### src/rtl/sb_pkg.sv
package sb_pkg;
   typedef struct packed {
      logic evt;
      logic dir;
      logic tgl;
   } slip_stat_t;

   localparam logic DIR_LOST     = 1'b0;
   localparam logic DIR_REPEATED = 1'b1;
endpackage

### src/rtl/sb_ptr.sv
module sb_ptr #(
   parameter int SLOT_W = 5,
   parameter int AW     = SLOT_W + 1,
   parameter logic [AW-1:0] RST_VAL = '0
) (
   input  logic          clk,
   input  logic          rst_n,
   input  logic          stb,
   input  logic          fs,
   input  logic          flip,
   output logic [AW-1:0] ptr
);
   localparam logic [AW-1:0] SLOT_MASK = AW'((1 << SLOT_W) - 1);

   logic          at_edge;
   logic [AW-1:0] aligned;

   if (AW != SLOT_W + 1) begin : g_bad_aw
      $error("sb_ptr: AW must be SLOT_W+1");
   end

   assign at_edge = (ptr[SLOT_W-1:0] == '0);
   assign aligned = at_edge ? ptr : ((ptr | SLOT_MASK) + AW'(1));

   always_ff @(posedge clk) begin
      if (!rst_n) begin
         ptr <= RST_VAL;
      end else if (fs) begin
         ptr <= {aligned[AW-1] ^ flip, aligned[SLOT_W-1:0]};
      end else if (stb) begin
         ptr <= ptr + AW'(1);
      end
   end
endmodule

### src/rtl/sb_store.sv
module sb_store #(
   parameter int DATA_W = 8,
   parameter int AW     = 6,
   localparam int DEPTH = 1 << AW
) (
   input  logic              clk,
   input  logic              rst_n,
   input  logic              wr_en,
   input  logic [AW-1:0]     wr_addr,
   input  logic [DATA_W-1:0] wr_data,
   input  logic              rd_en,
   input  logic [AW-1:0]     rd_addr,
   output logic [DATA_W-1:0] rd_data,
   output logic              rd_valid
);
   logic [DATA_W-1:0] mem [DEPTH];

   always_ff @(posedge clk) begin
      if (wr_en) mem[wr_addr] <= wr_data;
      if (rd_en) rd_data <= mem[rd_addr];
   end

   always_ff @(posedge clk) begin
      if (!rst_n) rd_valid <= 1'b0;
      else        rd_valid <= rd_en;
   end
endmodule

### src/rtl/sb_slip_ctl.sv
module sb_slip_ctl
   import sb_pkg::*;
#(
   parameter int AW     = 6,
   parameter int LO_LIM = 2,
   parameter int HI_LIM = 62
) (
   input  logic          clk,
   input  logic          rst_n,
   input  logic [AW-1:0] wr_ptr,
   input  logic [AW-1:0] rd_ptr,
   input  logic          rd_fs,
   input  logic          stat_rd,
   input  logic          irq_mask,
   output logic          slip_now,
   output slip_stat_t    stat,
   output logic          irq
);
   logic [AW-1:0] delay;
   logic          armed;
   logic          armed_dir;
   logic          near_hit;
   logic          far_hit;

   if (LO_LIM < 1 || HI_LIM >= (1 << AW) || LO_LIM >= HI_LIM) begin : g_bad_lim
      $error("sb_slip_ctl: limits out of range");
   end

   assign delay    = wr_ptr - rd_ptr;
   assign near_hit = (delay < AW'(LO_LIM));
   assign far_hit  = (delay > AW'(HI_LIM));
   assign slip_now = rd_fs & armed;
   assign irq      = stat.evt & ~irq_mask;

   always_ff @(posedge clk) begin
      if (!rst_n) begin
         armed     <= 1'b0;
         armed_dir <= DIR_LOST;
         stat.tgl  <= 1'b0;
         stat.dir  <= 1'b0;
      end else if (slip_now) begin
         armed    <= 1'b0;
         stat.tgl <= ~stat.tgl;
         stat.dir <= armed_dir;
      end else if (!armed && near_hit) begin
         armed     <= 1'b1;
         armed_dir <= DIR_REPEATED;
      end else if (!armed && far_hit) begin
         armed     <= 1'b1;
         armed_dir <= DIR_LOST;
      end
   end

   always_ff @(posedge clk) begin
      if (!rst_n)        stat.evt <= 1'b0;
      else if (slip_now) stat.evt <= 1'b1;
      else if (stat_rd)  stat.evt <= 1'b0;
   end
endmodule

### src/rtl/rx_slip_buffer.sv
module rx_slip_buffer
   import sb_pkg::*;
#(
   parameter int DATA_W = 8,
   parameter int SLOTS  = 32,
   parameter int LO_LIM = 2,
   parameter int HI_LIM = 62
) (
   input  logic              clk,
   input  logic              rst_n,
   input  logic              wr_stb,
   input  logic              wr_fs,
   input  logic [DATA_W-1:0] wr_data,
   input  logic              rd_stb,
   input  logic              rd_fs,
   output logic [DATA_W-1:0] rd_data,
   output logic              rd_valid,
   input  logic              stat_rd,
   input  logic              irq_mask,
   output logic [2:0]        stat_q,
   output logic              irq
);
   localparam int SLOT_W = $clog2(SLOTS);
   localparam int AW     = SLOT_W + 1;
   localparam logic [AW-1:0] WR_RST = AW'(SLOTS);
   localparam logic [AW-1:0] RD_RST = '0;

   logic [AW-1:0] wr_ptr;
   logic [AW-1:0] rd_ptr;
   logic          slip_now;
   slip_stat_t    stat;

   if ((1 << SLOT_W) != SLOTS) begin : g_bad_slots
      $error("rx_slip_buffer: SLOTS must be a power of two");
   end

   sb_ptr #(.SLOT_W(SLOT_W), .AW(AW), .RST_VAL(WR_RST)) u_wr_ptr (
      .clk(clk), .rst_n(rst_n), .stb(wr_stb), .fs(wr_fs), .flip(1'b0), .ptr(wr_ptr)
   );

   sb_ptr #(.SLOT_W(SLOT_W), .AW(AW), .RST_VAL(RD_RST)) u_rd_ptr (
      .clk(clk), .rst_n(rst_n), .stb(rd_stb), .fs(rd_fs), .flip(slip_now), .ptr(rd_ptr)
   );

   sb_store #(.DATA_W(DATA_W), .AW(AW)) u_store (
      .clk(clk), .rst_n(rst_n),
      .wr_en(wr_stb & ~wr_fs), .wr_addr(wr_ptr), .wr_data(wr_data),
      .rd_en(rd_stb & ~rd_fs), .rd_addr(rd_ptr),
      .rd_data(rd_data), .rd_valid(rd_valid)
   );

   sb_slip_ctl #(.AW(AW), .LO_LIM(LO_LIM), .HI_LIM(HI_LIM)) u_ctl (
      .clk(clk), .rst_n(rst_n), .wr_ptr(wr_ptr), .rd_ptr(rd_ptr),
      .rd_fs(rd_fs), .stat_rd(stat_rd), .irq_mask(irq_mask),
      .slip_now(slip_now), .stat(stat), .irq(irq)
   );

   assign stat_q = stat;
endmodule

### config.mk
export PLATFORM = sky130hd
export DESIGN_NAME = rx_slip_buffer
export DESIGN_NICKNAME = d
export VERILOG_FILES = /design/src/rtl/sb_pkg.sv /design/src/rtl/sb_ptr.sv /design/src/rtl/sb_store.sv /design/src/rtl/sb_slip_ctl.sv /design/src/rtl/rx_slip_buffer.sv
export SDC_FILE = /design/constraint.sdc
export NUM_CORES = 1
export LEC_CHECK = 0
export BUFFER_PORTS_ARGS = -buffer_cell sky130_fd_sc_hd__buf_2
export CAP_MARGIN = 20
export CORE_MARGIN = 1
export CORE_UTILIZATION = 45
export CTS_BUF_LIST = sky130_fd_sc_hd__clkbuf_8
export CTS_CLUSTER_SIZE = 14
export DETAILED_ROUTE_END_ITERATION = 12
export GPL_TIMING_DRIVEN = 0
export SLEW_MARGIN = 10
export SYNTH_ARGS = -nofsm -noshare
export SYNTH_HDL_FRONTEND = slang
export SYNTH_SLANG_ARGS = --single-unit
### constraint.sdc
create_clock -name clk -period 4.37 [get_ports clk]
set_clock_uncertainty 0.1 [all_clocks]
set_input_delay 0.437 -clock clk [delete_from_list [all_inputs] [get_ports clk]]
set_output_delay 0.437 -clock clk [all_outputs]
set_load 0.005 [all_outputs]
==> results of run 1 <==
[registers in the layout, summed over array words and instances, names as in the netlist]
signal and flops:
u_ctl.stat 3, u_wr_ptr.ptr 6, u_store.rd_data 8, u_store.mem 512, u_store.rd_valid 1, u_ctl.armed 1, u_rd_ptr.ptr 6, u_ctl.armed_dir 1
[worst min path at each step]
stage               startpoint         endpoint  slack [ns]  cells after the start
2_1_floorplan  u_ctl.armed_dir    u_ctl.stat[1]        0.34                      2
5_1_grt                 wr_stb  u_wr_ptr.ptr[2]        0.07                      4
4_1_cts                 wr_stb  u_wr_ptr.ptr[2]        0.03                      4
6_report                wr_stb  u_wr_ptr.ptr[2]        0.09                      4
3_5_place_dp     u_ctl.stat[1]    u_ctl.stat[1]        0.36                      2
3_3_place_gp     u_ctl.stat[1]    u_ctl.stat[1]        0.35                      2
[area by class of cell]
type | count | area share (%)
plain buffers | 52 | 1.20
clock buffers | 89 | 5.15
clock inverters | 62 | 1.09
inverters | 9 | 0.142
multi-input cells | 491 | 20.8
flip-flops and latches | 538 | 67.2
well taps | 607 | 3.19
repair buffers | 39 | 1.30
[layer usage]
| metal | up-vias | global-route usage (%) | part of all wire (%) |
|---|---|---|---|
| li1 | 4733 | - | - |
| met1 | 5675 | 31.2 | 43 |
| met2 | 417 | 34.1 | 46 |
| met3 | 103 | 5.03 | 7.4 |
| met4 | 0 | 9.12 | 3.4 |
| met5 | - | 0 | 0 |
[placed cells by master (no fill, tap or decap), types with 8 or more instances in the layout]
master and instances:
clkinv_1 22, mux2_2 8, ha_1 9, nand3_1 21, nor2b_1 9, nand2_1 40, a22oi_1 29, clkbuf_8 89
mux4_1 12, nor2_1 88, inv_1 36, edfxtp_1 520, clkbuf_1 17, o2111ai_1 8, a21oi_1 14, buf_4 13
dfxtp_1 18, nand2b_1 10, clkinv_2 9, mux2i_1 60, mux4_2 91, o21ai_0 13, o221ai_1 8, buf_2 46
[worst min-delay path, stage by stage]
cell     delay (ns)
buf_2          0.15
nand2_1        0.09
xor2_1         0.06
nor2_1         0.07
[cells in the mapped netlist (9+ instances only)]
library cell and instances:
a21oi_1 14, a22oi_1 29, buf_2 20, buf_4 9, clkbuf_1 17, dfxtp_1 18
edfxtp_1 520, ha_1 9, mux2i_1 60, mux4_1 12, mux4_2 91, nand2_1 40
nand2b_1 10, nand3_1 21, nor2_1 88, nor2b_1 9, o21ai_0 13
[logic make-up after synthesis]
kind of cell / after synthesis / share of synthesized area (%)
fa+ha+maj: 10 / 0.625
compound gates: 102 / 3.54
simple gates: 196 / 4.20
mux: 171 / 14.4
xor+xnor: 12 / 0.495
buf+inv: 61 / 1.50
flops: 538 / 75.2
[report_power, final]
| group | leakage (nW) | internal (mW) | switching (mW) |
|---|---|---|---|
| Combinational | 1.73 | 0.183 | 0.306 |
| Sequential | 4.82 | 5.68 | 0.0176 |
| Clock | 0.862 | 1.88 | 1.93 |
| Total | 7.42 | 7.75 | 2.25 |
[metrics by stage]
stage	setup slack [ns]	hold WS, ns	std cells
global route	0.638	0.0742	1887
floorplan	1.58	0.344	1090
CTS	0.876	0.0322	1885
finish	0.877	0.0924	1887
global placement	0.934	0.351	1725
detailed placement	0.907	0.365	1731
==> out/metrics.sh, run 1 <==
WIRE_PER_INST_UM=27.8
SYNTH_CELLS=1090
CRIT_REQUIRED_NS=4.86
CRITPATHLAUNCHTYPE='flop'
CLOCK-SINKS=538
ASYNCSETRESETFLOPFRACSYNTH_PCT=0
CELLPOWERDENSITY_mW_PER_MM2=420
SYNTH_TOP_AREA_CELL='edfxtp_1'
GRT_PASS1_WL_UM=75100
DRT.ANTENNA.VIOLATING_NETS=0
IO_PINS=29
SYNTH-SEQ-CELLS=538
REG2REG_SETUP_SLACK_NS=0.88
NUMCTSBUFFERS=88
GRT_ANTENNA_BEFORE_REPAIR=0
NUMBER_OF_BUFFERS_BETWEEN_CLOCK_ROOT_AND_THE_DEEPEST_SINK=3
SLEW_HEADROOM_PCT=30.4
SYNTH-EDFF-COUNT=520
NUM-FILL-CELLS=3795
SHARE_OF_POST_ROUTE_CELLS_WITH_DRIVE_STRENGTH_ABOVE_1_PCT=21.7
SEQUENTIAL_CELL_AREA_MM2=0.0160
AVGSYNTHCELLAREA_UM2=19.5
WORST_PATH_DOMINANT_CELL_FAMILY='buffers and inverters'
POST-CTS-SETUP-BUFFERS=0
ROOT_BUFFER='clkbuf_8'
SYNTH_SEQ_AREA_SHARE_PCT=75.2
PATH_CLASS='flop to flop'
MULTI_INPUT_AREA_MM2=0.00494
WORSTREG2REGEND='u_ctl.armed'
SYNTH.CELL_AREA_MM2=0.0212
VIAS=10900
FINALHOLDVIOLCOUNT=0
TIMING.CRITICAL_PATH.SLOWEST_STAGE_CELL='buf_2'
PLACED_AREA_MM2=0.0222
FINISH.UTILIZATION_PCT=51.1
ANTENNA-DIODE-COUNT=0
CLOCK_INSERTION_DELAY_WORST_SKEW_NS=0.66
TIMING.SETUP.TNS_NS=0
FLOORPLAN.INITIALDENSITY_PCT=45.6
SYNTH_NETS=1116
PORT_BUFFERS=28
DIE_HEIGHT_UM=219
SYNTHDISTINCTLIBCELLS=52
MIN_PERIOD_OVER_PERIOD_PCT=79.9
SETUP_VIOLATIONS=0
HTREE_LEVELS=3
GPL.FINAL_WEIGHTED_CONGESTION=0.900
GRT_SETUP_UNREPAIRED='no'
REG2REG_FROM='u_rd_ptr.ptr[1]'
GRT_MAX_DEGREE=65
TIMING.CRITICAL_PATH.CELLS='buf_2 > buf_2 > buf_2 > inv_1 > ha_1 > or2_2 > o22ai_1 > mux2_2 > nor4_1 > o311a_1'
CTS_HOLD_REPAIR.BUFFERS=3
CTS.REPAIR.RESIZED=0
RUN_STATUS='completed'
FINISH.NET_COUNT=1245
CP_NUM_CELLS=10
TIGHTEST_SLEW_NS=1.04
IR_WORST_VDD_V=0.000219
SETUP.WORST_PATH.START='u_rd_ptr.ptr[1]'
FINAL.MIN_CLOCK_PERIOD_NS=3.49
CLKSLEWWORSTSETUPHOLDPATHS_NS=0.06
FINAL_SLEW_VIOL_COUNT=0
CRITICAL_PATH_BUF_INV_COUNT=4
FIN_AREA_MM2=0.0238
SYNTH_FLOP_CELL='edfxtp_1'
MAX_STAGE_DELAY_NS=0.38
DIE-WIDTH_UM=219
CRITICAL_PATH_PEAK_FANOUT=10
WL_UM=52400
RR_WORST_DEPTH=10
GLOBAL_ROUTE.USAGE.TOTAL_PCT=22.4
DRC_VIOLATIONS_LEFT=0
YOSYS.AREA.TOP_TYPE_SHARE_PCT=73.5
WORST_SETUP_PATH_ENDPOINT='u_ctl.armed'
YOSYSWARNINGS=0
CPMOSTUSEDCELL='buf_2'
DRT_PRE_ANTENNA_ITERS=6
CTS_TREE='yes'
HALF_PERIMETER_WIRE_LENGTH_AFTER_PLACEMENT_UM=34000
CAP_VIOLATIONS=0
TOTAL_POWER_mW=10.0
HOLDCRITPATHCLASS='input pin to flop'
WORSTPATHARRIVAL_NS=3.99
ROUTE.DETAILED.VIAS_PER_INST=5.79
GRT_PASS1_VIAS=10900
FP.COREAREA_MM2=0.0466
NETLIST_TOP_CELLS_AREA='edfxtp_1, mux4_2, mux2i_1, dfxtp_1, nor2_1'
WORST_SETUP_PATH_END_KIND='flop'
DRT_ITER0_DRC=1156
GR-TOTAL-OVERFLOW=0
LEAKAGEPOWER_nW=7.42
FMAX_MHz=286
ROW_COUNT=79
AREA_GROWTH_SYN_TO_LAYOUT_PCT=12.0
FLOORPLAN.DIE_AREA_MM2=0.0481
(Power assumes the default switching activity.)
==> inputs of run 2 (changes only) <==
Settings changed: ABC_AREA set to 1.
Clock period 4.37 ns to 2.85 ns, I/O delays scaled along.
==> out/metrics.sh, run 2 <==
AVGSYNTHCELLAREA_UM2=11.2  # was 19.5 um2
RR_WORST_DEPTH=4  # was 10
POST-CTS-SETUP-BUFFERS=0  # unchanged
WORSTREG2REGEND='u_store.mem[59][6]'  # was u_ctl.armed
COMMONEST_NON_FILL_NON_TAP_CELL_IN_THE_LAYOUT='edfxtp_1'  # unchanged
SYNTH_SEQ_AREA_SHARE_PCT=71.7  # was 75.2%
DIE_HEIGHT_UM=225  # was 219 um
ROUTE.DETAILED.VIAS_PER_INST=5.50  # was 5.79
CAP_VIOLATIONS=0  # unchanged
HTREE_LEVELS=3  # unchanged
LARGEST_REGISTER_FFS=512  # unchanged
NETLIST_TOP_CELLS_AREA='edfxtp_1, nand2_1, nor2_1, nand3_1, o21ai_0'  # was edfxtp_1, mux4_2, mux2i_1, dfxtp_1, nor2_1
HOLDCRITPATHCLASS='input pin to flop'  # unchanged
CPMOSTUSEDCELL='nor2_1'  # was buf_2
ROOT_BUFFER='clkbuf_8'  # unchanged
WORST_PATH_DOMINANT_CELL_FAMILY='simple AND/OR/NAND/NOR gates'  # was buffers and inverters
SYNTH_FLOP_CELL='edfxtp_1'  # unchanged
GPL.FINAL_WEIGHTED_CONGESTION=1.03  # was 0.900
CLOCK-SINKS=538  # unchanged
SHARE_OF_POST_ROUTE_CELLS_WITH_DRIVE_STRENGTH_ABOVE_1_PCT=10.1  # was 21.7%
IO_PINS=29  # unchanged
CRIT_REQUIRED_NS=3.04  # was 4.86 ns
DRC_VIOLATIONS_LEFT=0  # unchanged
YOSYS.CELL_COUNT.TOP_TYPE='edfxtp_1'  # unchanged
CRITICAL_PATH_BUF_INV_COUNT=1  # was 4
VIAS=15600  # was 10.9k
LAYOUTNONFILLERINSTCOUNT=2843  # was 1,887
HALF_PERIMETER_WIRE_LENGTH_AFTER_PLACEMENT_UM=43900  # was 34,000 um
RUN_STATUS='finished with violations'  # was completed
DIE-WIDTH_UM=225  # was 219 um
SYNTH_TOP_CELLS_BY_COUNT='edfxtp_1, nand2_1, nor2_1, nand3_1, o21ai_0'  # was edfxtp_1, mux4_2, nor2_1, mux2i_1, nand2_1
SYNTH_CELLS=1982  # was 1,090
FMAX_MHz=341  # was 286 MHz
GR-TOTAL-OVERFLOW=0  # unchanged
FLOORPLAN.DIE_AREA_MM2=0.0504  # was 0.0481 mm2
SETUP_VIOLATIONS=32  # was 0
FIN_AREA_MM2=0.0251  # was 0.0238 mm2
SETUP.WORST_PATH.START='u_wr_ptr.ptr[1]'  # was u_rd_ptr.ptr[1]
CRITICAL_PATH_PEAK_FANOUT=8  # was 10
AREA_GROWTH_SYN_TO_LAYOUT_PCT=12.6  # was 12.0%
REG2REG_SETUP_SLACK_NS=-0.08  # was 0.88 ns
SYNTH_NETS=2008  # was 1,116
WORST_SETUP_PATH_END_KIND='flop'  # unchanged
TIMING.CRITICAL_PATH.SLOWEST_STAGE_CELL='nor2_1'  # was buf_2
GRT_PASS1_WL_UM=95100  # was 75,100 um
CLOCK_INSERTION_DELAY_WORST_SKEW_NS=0.68  # was 0.66 ns
TIGHTEST_SLEW_NS=0.943  # was 1.04 ns
ROW_COUNT=81  # was 79
LARGEST_REGISTER='u_store.mem'  # unchanged
FINAL_SLEW_VIOL_COUNT=0  # unchanged
FINALHOLDVIOLCOUNT=0  # unchanged
GRT_PASS1_VIAS=14900  # was 10.9k
TIMING.SETUP.TNS_NS=-1.72  # was 0 ns
CTS_TREE='yes'  # unchanged
FINISH.UTILIZATION_PCT=51.4  # was 51.1%
CLKSLEWWORSTSETUPHOLDPATHS_NS=0.06  # about the same
SYNTHDISTINCTLIBCELLS=30  # was 52
GRT_SETUP_UNREPAIRED='yes'  # was no
DRT.ANTENNA.VIOLATING_NETS=0  # unchanged
DRT_PRE_ANTENNA_ITERS=6  # unchanged
DRT_ITER0_DRC=1863  # was 1,156
GRT_MAX_DEGREE=65  # unchanged
CP_NUM_CELLS=4  # was 10
TOTAL_POWER_mW=15.9  # was 10.0 mW
LAYOUT_TOP_REGISTERS='u_store.mem (512), u_store.rd_data (8)'  # unchanged
WORSTPATHARRIVAL_NS=3.12  # was 3.99 ns
ASYNCSETRESETFLOPFRACSYNTH_PCT=0  # unchanged
NUMCTSBUFFERS=89  # was 88
WL_UM=65400  # was 52,400 um
MIN_PERIOD_OVER_PERIOD_PCT=103  # was 79.9%
MULTI_INPUT_AREA_MM2=0.00560  # was 0.00494 mm2
ANTENNA-DIODE-COUNT=0  # unchanged
PATH_CLASS='flop to flop'  # unchanged
GRT_ANTENNA_BEFORE_REPAIR=0  # unchanged
CELLPOWERDENSITY_mW_PER_MM2=635  # was 420 mW/mm2
SYNTH-EDFF-COUNT=520  # unchanged
YOSYS.AREA.TOP_TYPE_SHARE_PCT=70.1  # was 73.5%
PORT_BUFFERS=28  # unchanged
FLOORPLAN.INITIALDENSITY_PCT=45.6  # about the same
CRITPATHLAUNCHTYPE='flop'  # unchanged
PLACED_AREA_MM2=0.0234  # was 0.0222 mm2
WORST_SETUP_PATH_ENDPOINT='u_store.mem[59][6]'  # was u_ctl.armed
FINISH.NET_COUNT=2145  # was 1,245
SYNTH.CELL_AREA_MM2=0.0223  # was 0.0212 mm2
SEQUENTIAL_CELL_AREA_MM2=0.0160  # unchanged
NUM-FILL-CELLS=4445  # was 3,795
IR_WORST_VDD_V=0.000346  # was 0.000219 V
REG2REG_FROM='u_wr_ptr.ptr[1]'  # was u_rd_ptr.ptr[1]
GLOBAL_ROUTE.USAGE.TOTAL_PCT=26.3  # was 22.4%
SYNTH-SEQ-CELLS=538  # unchanged
COMMONEST_CELLS_AFTER_ROUTING_FILL_AND_TAPS_ASIDE='edfxtp_1, nand2_1, nor2_1'  # was edfxtp_1, mux4_2, clkbuf_8
DP.CELLS=2681  # was 1,731
SYNTH_TOP_AREA_CELL='edfxtp_1'  # unchanged
FP.COREAREA_MM2=0.0488  # was 0.0466 mm2
MAX_STAGE_DELAY_NS=0.93  # was 0.38 ns
LEAKAGEPOWER_nW=9.01  # was 7.42 nW
NUMBER_OF_BUFFERS_BETWEEN_CLOCK_ROOT_AND_THE_DEEPEST_SINK=3  # unchanged
VIOLATIONS='setup timing'
TIMING.CRITICAL_PATH.CELLS='inv_1 > nor2_1 > nand3_1 > nor2_1'  # was buf_2 > buf_2 > buf_2 > inv_1 > ha_1 > or2_2 > o22ai_1 > mux2_2 > nor4_1 > o311a_1
YOSYSWARNINGS=0  # unchanged
TIMING.FINAL.WS_SETUP_NS=-0.0839  # was 0.877 ns
SLEW_HEADROOM_PCT=37.0  # was 30.4%
FINAL.MIN_CLOCK_PERIOD_NS=2.93  # was 3.49 ns
WIRE_PER_INST_UM=23.0  # was 27.8 um
## run 2: cell families after synthesis
| kind of cell | synth area share, % |
|---|---|
| xor+xnor | 0.157 |
| flops | 71.7 |
| compound gates | 4.92 |
| simple gates | 19.4 |
| fa+ha+maj | 0.595 |
| buf+inv | 3.25 |
## run 2: report_power, final
part	internal (mW)	total (mW)	switching (mW)
Clock	3.02	6.08	3.06
Combinational	0.301	1.12	0.821
Sequential	8.71	8.73	0.0191
## run 2: area by class of cell
cell class	instances	area share (%)
Tap cell	664	3.31
Timing Repair Buffer	46	1.66
Clock inverter	61	1.19
Inverter	39	0.594
Clock buffer	90	4.94
Multi-Input combinational cell	1297	22.3
Buffer	108	2.32
Sequential cell	538	63.7
## run 2: worst reg2reg max path: stages, from the launching register on
cell	delay, ns
dfxtp_1	0.49
inv_1	0.17
nor2_1	0.17
nand3_1	0.71
nor2_1	0.93
## run 2: how the worst min path moves through the flow
stage               cells past startpoint                 end            start  slack [ns]
floorplan                               0   u_store.mem[0][0]       wr_data[0]        0.28
global placement                        2     u_ctl.armed_dir  u_ctl.armed_dir        0.36
detailed placement                      2     u_ctl.armed_dir  u_ctl.armed_dir        0.36
CTS                                     2  u_store.mem[17][4]       wr_data[4]        0.04
global route                            2  u_store.mem[16][4]       wr_data[4]        0.08
finish                                  2  u_store.mem[18][4]       wr_data[4]        0.09
## run 2: layer usage
metal	GRT usage, %	vias up	share of wire, %
li1	-	7167	-
met1	37.5	7565	42
met2	40.7	790	46
met3	4.61	123	9.3
met4	9.04	0	2.9
met5	0	-	0
## run 2: per-stage QoR
| step | hold slack (ns) | setup slack [ns] |
|---|---|---|
| floorplan | 0.284 | 0.664 |
| global placement | 0.360 | -0.456 |
| detailed placement | 0.363 | -0.527 |
| CTS | 0.0423 | -0.0139 |
| global route | 0.0773 | -0.132 |
| finish | 0.0853 | -0.0839 |
## run 2: what timing repair did
item	CTS	global route
resized for setup	4	4
endpoints found under the hold margin	78	0
pin swaps	0	0
hold buffers	11	0
gates cloned	0	0
setup endpoints to repair	18	70
